### config.mk
export PLATFORM = sky130hd
export DESIGN_NAME = prot_out_ctrl
export DESIGN_NICKNAME = d
export VERILOG_FILES = /design/src/rtl/prot_pkg.sv /design/src/rtl/prot_fault_map.sv /design/src/rtl/prot_out_stage.sv /design/src/rtl/prot_ctm_detect.sv /design/src/rtl/prot_out_ctrl.sv
export SDC_FILE = /design/constraint.sdc
export NUM_CORES = 1
export LEC_CHECK = 0
export ABC_AREA = 1
export BUFFER_PORTS_ARGS = -buffer_cell sky130_fd_sc_hd__buf_2
export CORE_AREA = 2 2 39 41
export CTS_BUF_LIST = sky130_fd_sc_hd__clkbuf_4
export CTS_CLUSTER_SIZE = 30
export DETAILED_ROUTE_END_ITERATION = 10
export DIE_AREA = 0 0 41 43
export GPL_TIMING_DRIVEN = 1
export PLACE_DENSITY = 0.57
export SYNTH_ARGS = -nofsm -noshare
export SYNTH_HDL_FRONTEND = slang
export SYNTH_SLANG_ARGS = --single-unit
### constraint.sdc
create_clock -name clk -period 1.5 [get_ports clk]
set_clock_uncertainty 0.1 [all_clocks]
set_input_delay 0.15 -clock clk [delete_from_list [all_inputs] [get_ports clk]]
set_output_delay 0.15 -clock clk [all_outputs]
set_load 0.005 [all_outputs]
### src/rtl/prot_pkg.sv
package prot_pkg;
  typedef struct packed {
    logic ov;
    logic uv;
    logic ow;
    logic ot;
    logic osc;
  } flt_t;

  localparam int NUM_OUT = 2;
  localparam int CHG_IDX = 0;
  localparam int DSG_IDX = 1;
endpackage

### src/rtl/prot_fault_map.sv
module prot_fault_map
  import prot_pkg::*;
(
  input  flt_t               flags,
  output logic [NUM_OUT-1:0] req
);
  logic shared;

  always_comb begin
    shared       = flags.ow | flags.ot | flags.osc;
    req[CHG_IDX] = flags.ov | shared;
    req[DSG_IDX] = flags.uv | shared;
  end
endmodule

### src/rtl/prot_out_stage.sv
module prot_out_stage (
  input  logic clk,
  input  logic rst_n,
  input  logic req,
  input  logic latch_en,
  input  logic act_high,
  output logic active,
  output logic pin,
  output logic oe
);
  logic act_q;

  always_ff @(posedge clk) begin
    if (!rst_n)        act_q <= 1'b0;
    else if (latch_en) act_q <= act_q | req;
    else               act_q <= req;
  end

  always_comb begin
    active = act_q;
    if (act_high) begin
      pin = act_q;
      oe  = 1'b1;
    end else begin
      pin = ~act_q;
      oe  = act_q;
    end
  end
endmodule

### src/rtl/prot_ctm_detect.sv
module prot_ctm_detect #(
  parameter int DIFF_W      = 8,
  parameter int ENTER_CODE  = 125,
  parameter int EXIT_CODE   = 100,
  parameter int SYNC_STAGES = 2
) (
  input  logic              clk,
  input  logic              rst_n,
  input  logic [DIFF_W-1:0] diff_code,
  output logic              test_mode
);
  localparam logic [DIFF_W-1:0] ENTER_V = DIFF_W'(ENTER_CODE);
  localparam logic [DIFF_W-1:0] EXIT_V  = DIFF_W'(EXIT_CODE);

  logic                   armed_q;
  logic                   armed_d;
  logic [SYNC_STAGES-1:0] sync_q;

  always_comb begin
    armed_d = armed_q;
    if (diff_code >= ENTER_V)     armed_d = 1'b1;
    else if (diff_code <= EXIT_V) armed_d = 1'b0;
  end

  always_ff @(posedge clk) begin
    if (!rst_n) armed_q <= 1'b0;
    else        armed_q <= armed_d;
  end

  generate
    genvar s;
    for (s = 0; s < SYNC_STAGES; s++) begin : g_sync
      if (s == 0) begin : g_first
        always_ff @(posedge clk) begin
          if (!rst_n) sync_q[0] <= 1'b0;
          else        sync_q[0] <= armed_q;
        end
      end else begin : g_next
        always_ff @(posedge clk) begin
          if (!rst_n) sync_q[s] <= 1'b0;
          else        sync_q[s] <= sync_q[s-1];
        end
      end
    end
  endgenerate

  assign test_mode = sync_q[SYNC_STAGES-1];
endmodule

### src/rtl/prot_out_ctrl.sv
module prot_out_ctrl
  import prot_pkg::*;
#(
  parameter int DIFF_W      = 8,
  parameter int ENTER_CODE  = 125,
  parameter int EXIT_CODE   = 100,
  parameter int SYNC_STAGES = 2
) (
  input  logic              clk,
  input  logic              rst_n,
  input  logic              ov_flt,
  input  logic              uv_flt,
  input  logic              ow_flt,
  input  logic              ot_flt,
  input  logic              osc_flt,
  input  logic              pol_high_cfg,
  input  logic              latch_cfg,
  input  logic [DIFF_W-1:0] sup_diff_code,
  output logic              chg_pin,
  output logic              chg_oe,
  output logic              dsg_pin,
  output logic              dsg_oe,
  output logic              fault_mode,
  output logic              test_mode
);
  flt_t               flags;
  logic [NUM_OUT-1:0] req;
  logic [NUM_OUT-1:0] act;
  logic [NUM_OUT-1:0] pin;
  logic [NUM_OUT-1:0] oe;
  logic               cfg_high_q;
  logic               cfg_latch_q;

  // Configuration is captured while reset is held, then frozen.
  always_ff @(posedge clk) begin
    if (!rst_n) begin
      cfg_high_q  <= pol_high_cfg;
      cfg_latch_q <= latch_cfg;
    end
  end

  assign flags = '{ov: ov_flt, uv: uv_flt, ow: ow_flt, ot: ot_flt, osc: osc_flt};

  prot_fault_map u_map (
    .flags (flags),
    .req   (req)
  );

  generate
    genvar k;
    for (k = 0; k < NUM_OUT; k++) begin : g_out
      prot_out_stage u_stage (
        .clk      (clk),
        .rst_n    (rst_n),
        .req      (req[k]),
        .latch_en (cfg_latch_q),
        .act_high (cfg_high_q),
        .active   (act[k]),
        .pin      (pin[k]),
        .oe       (oe[k])
      );
    end
  endgenerate

  prot_ctm_detect #(
    .DIFF_W      (DIFF_W),
    .ENTER_CODE  (ENTER_CODE),
    .EXIT_CODE   (EXIT_CODE),
    .SYNC_STAGES (SYNC_STAGES)
  ) u_ctm (
    .clk       (clk),
    .rst_n     (rst_n),
    .diff_code (sup_diff_code),
    .test_mode (test_mode)
  );

  assign chg_pin    = pin[CHG_IDX];
  assign chg_oe     = oe[CHG_IDX];
  assign dsg_pin    = pin[DSG_IDX];
  assign dsg_oe     = oe[DSG_IDX];
  assign fault_mode = |act;
endmodule

# After elaboration in Yosys (flattened, before gate mapping)
# Cells that the tools add are included.
# totals
out_inout_bits	6
ff_bits	7
wordCells	27
inputBits	17
# classes
muxes	8
reduce_logical	2
bitwise_logic	8
magnitude_cmp	2
# ops
operator	n
$ge 8x7->1 const B	1
$le 8x7->1 const B	1
$mux 1	8
$or 1x1->1	6
$not 1->1	2
$reduce_bool 2->1	1
$reduce_or 2->1	1

# Logic depth before layout (Yosys ltp)
# logic_depth
ltp_word	5
depth_mapped	4
mapped_depth_nobuf	4

# By module
# A second synthesis with hierarchy kept.
# unflattened
cells_unflattened	50
area_unflattened_um2	366.6
# modules_own_cells
mod	n_inst	area_each_um2	cells_each	seq_area_each_um2
prot_out_stage	2	67.6	10	20.0
prot_ctm_detect	1	128.9	18	60.1
prot_out_ctrl	1	75.1	6	60.1
prot_fault_map	1	27.5	6	0.0

# Least setup slack after synthesis
# OpenSTA, ideal clock, no wires.
# synth_timing
path_type	reg2out
from	reg cfg_high_q
to	out chg_pin
arrival_ns	0.689
n_path_buf	0
stages_incl_launch_ff	4
slack_ns	0.561
path_cell_list	edfxtp_1 -> inv_1 -> ha_1 -> inv_1
# synth_via
elab_chain_cells	1
# synth_lines
item	line	text
start, declared	prot_out_ctrl.sv:31	logic cfg_high_q;
start signal, assigned	prot_out_ctrl.sv:37	cfg_high_q <= pol_high_cfg;
$mux 1	prot_out_stage.sv:21	if (act_high) begin
end, declared	prot_out_ctrl.sv:19	output logic chg_pin,
# Every way passes these cells.

# Worst setup path in the final report
# Same ends and word-level chain as after synthesis.

==> run summary <==
Synth unique cells - 9
Max Used Layer - met3
Post-CTS Repair Setup Buffers - 0
H-tree depth - 1
Setup violators final - 0
Met1 WL - 204 microns
Mean Syn Cell Area - 8.35 sq um
Routed wl met3 - 65 microns
Vias in the first global route - 248
Compound-cell area share of the yosys netlist - 15.4%
CTS tree - done
Vias per cell - 3.74
Class of the most critical setup path - flop to output pin
Clock latency on the worst-skew pair - 240 ps
Final std cells w/o fill - 81
R2R Path End - u_ctm.armed_q
Hold path start - rst_n
Die height - 43 microns
Post-Synth Simple-Gate Area - 10.1%
Syn Nets - 56
Resize count post-CTS - 0
Synth Cell Area - 309 sq um
Setup TNS - 0 ps
Area share of fa/ha/maj cells after synthesis - 8.10%
Crit path launch type - flop
Post-DRT Antenna Nets - 0
Placed Cells - 75
Mapped Cells - 37
GPL Wtd Cong - 0.611
GRT overflow - 0
Largest net degree at the start of global routing - 6
Worst endpoint required time - 1250 ps
First-pass GRT wire length - 814 microns
Final Hold Viols - 0
Yosys reg bits - 7
Clock Tree Buf Depth - 2
Tot GR Track Use - 7.47%
Achievable Freq - 0.774 GHz
DR pass1 iterations - 1
Routed via count - 303
Nets - 85
Initial antenna violation count - 0
Clock Root Buffer - clkbuf_4
TritonCTS Buffers - 3
Share of layout cells above drive strength 1 - 43.1%
Outcome - finished clean
Drt initial violations - 0
Worst IR drop on VDD - 0.245 mV
Clock Pin Slew Worst Setup and Hold Paths - 50 ps
Hold depth - 3
Xor and xnor area share after synthesis - 0%
Setup slack, reg-to-reg - 650 ps
Min cycle time layout - 1290 ps
YS warnings - 0
Rel. slew slack - 85.0%
Hold endpoint - u_ctm.test_mode
Hold crit path type - primary input to flop
Syn-to-layout area delta - 58.3%
Max_cap viols - 0
Critical Path AT - 1040 ps
Diode count - 0
WL/cell - 6.32 microns
Unrepaired setup endpoints after global routing - false
Routed met2 length - 242 microns
Io pins - 23
R2R Path Start - u_ctm.armed_q
Effective utilization at floorplan - 22.3%
Sequential area share after synthesis - 51.8%
Drt drc - 0
Tcrit/Tclk final - 86.1%
Total wire length - 512 microns
Reg2reg path depth - 4
Crit end category - output pin
Post-synthesis mux area share - 0%
Port buffer count - 22
Worst-Margin Slew - 223 ps
Largest family of logic cells by synthesized area - compound AO/OA/AOI/OAI gates
Core Region - 1380 sq um
Max Slew Vio Count - 0
# rows - 14
Full die area - 1760 sq um
Leak pwr - 0.279 nW
Clock sinks - 7
Pwr dens - 941 nW/um^2
Crit-path max FO - 2
Die X - 41 microns
[area by class of cell]
class / count / area (sq um)
tap: 16 / 20.0
sequential: 7 / 160
clock buffer: 4 / 30.0
inverter: 12 / 45.0
timing repair buffer: 24 / 130
fill: 162 / 895
multi-input combinational: 18 / 104
[placed cells by master (no fill, tap or decap)]
cell type and n:
a21oi_1 4, a21oi_2 2, buf_2 22, clkbuf_4 4
dfxtp_1 5, dlygate4sd3_1 2, edfxtp_1 2, ha_1 2
inv_1 12, nand2_1 7, nor3_1 1, o21ai_0 2
[repair_timing]
item                       in CTS  in global routing
hold buffers                    2                  0
hold endpoints to repair        2                  0
setup endpoints to repair       0                  0
[how the worst max path moves through the flow]
stage / startpoint / to / slack, ps / depth (start not counted)
2_1_floorplan: cfg_high_q / chg_pin / 560 / 3
3_3_place_gp: cfg_high_q / dsg_pin / 460 / 4
3_5_place_dp: cfg_high_q / dsg_pin / 460 / 4
4_1_cts: cfg_high_q / dsg_pin / 190 / 4
5_1_grt: cfg_high_q / chg_pin / 120 / 4
6_report: cfg_high_q / chg_pin / 210 / 4
[cells by family after synthesis]
logic type,count (synthesis)
buf+inv,12
compound gates,8
simple gates,8
flops,7
fa+ha+maj,2
[state kept, by name, indices dropped and copies added, names as in the netlist]
| signal | count |
|---|---|
| g_out.u_stage.active | 2 |
| u_ctm.armed_q | 1 |
| u_ctm.sync_q | 1 |
| u_ctm.test_mode | 1 |
| cfg_high_q | 1 |
| cfg_latch_q | 1 |
[Yosys cell counts (all sizes together)]
cell	count	share of area, %
edfxtp	2	19
ha	2	8.1
nor3	1	1.6
dfxtp	5	32
nand2	7	8.5
a21oi	6	12
inv	12	15
o21ai	2	3.2
[worst max-delay path, stage by stage, from the launching register on]
cell and delay, ps:
edfxtp_1 350, inv_1 80, ha_1 230, inv_1 50
buf_2 100
[through the flow]
step / hold WS, ps / cell area [sq um] / total power [mW] / utilization, % / setup slack [ps]
finish: 17.5 / 489 / 0.460 / 35.4 / 209
global route: 29.9 / 489 / 0.498 / 35.4 / 120
CTS: 14.8 / 489 / 0.471 / 35.4 / 190
detailed placement: 230 / 439 / 0.282 / 31.7 / 457
global placement: 230 / 439 / 0.281 / 31.7 / 463
floorplan: 143 / 309 / 0.244 / - / 561
[power by group]
part           total, mW  switching [mW]  internal (mW)
Sequential         0.211         0.00435          0.207
Combinational     0.0690          0.0300         0.0390
Clock              0.180          0.0612          0.119
Total              0.460          0.0956          0.365
[per-layer routing]
layer | GRT usage (%) | up-vias
met2 | 10.9 | 16
met5 | 0 | -
met3 | 3.14 | 0
met1 | 6.89 | 120
li1 | - | 167
met4 | 8.00 | 0
No activity file was read; power rests on OpenSTA's default activity.
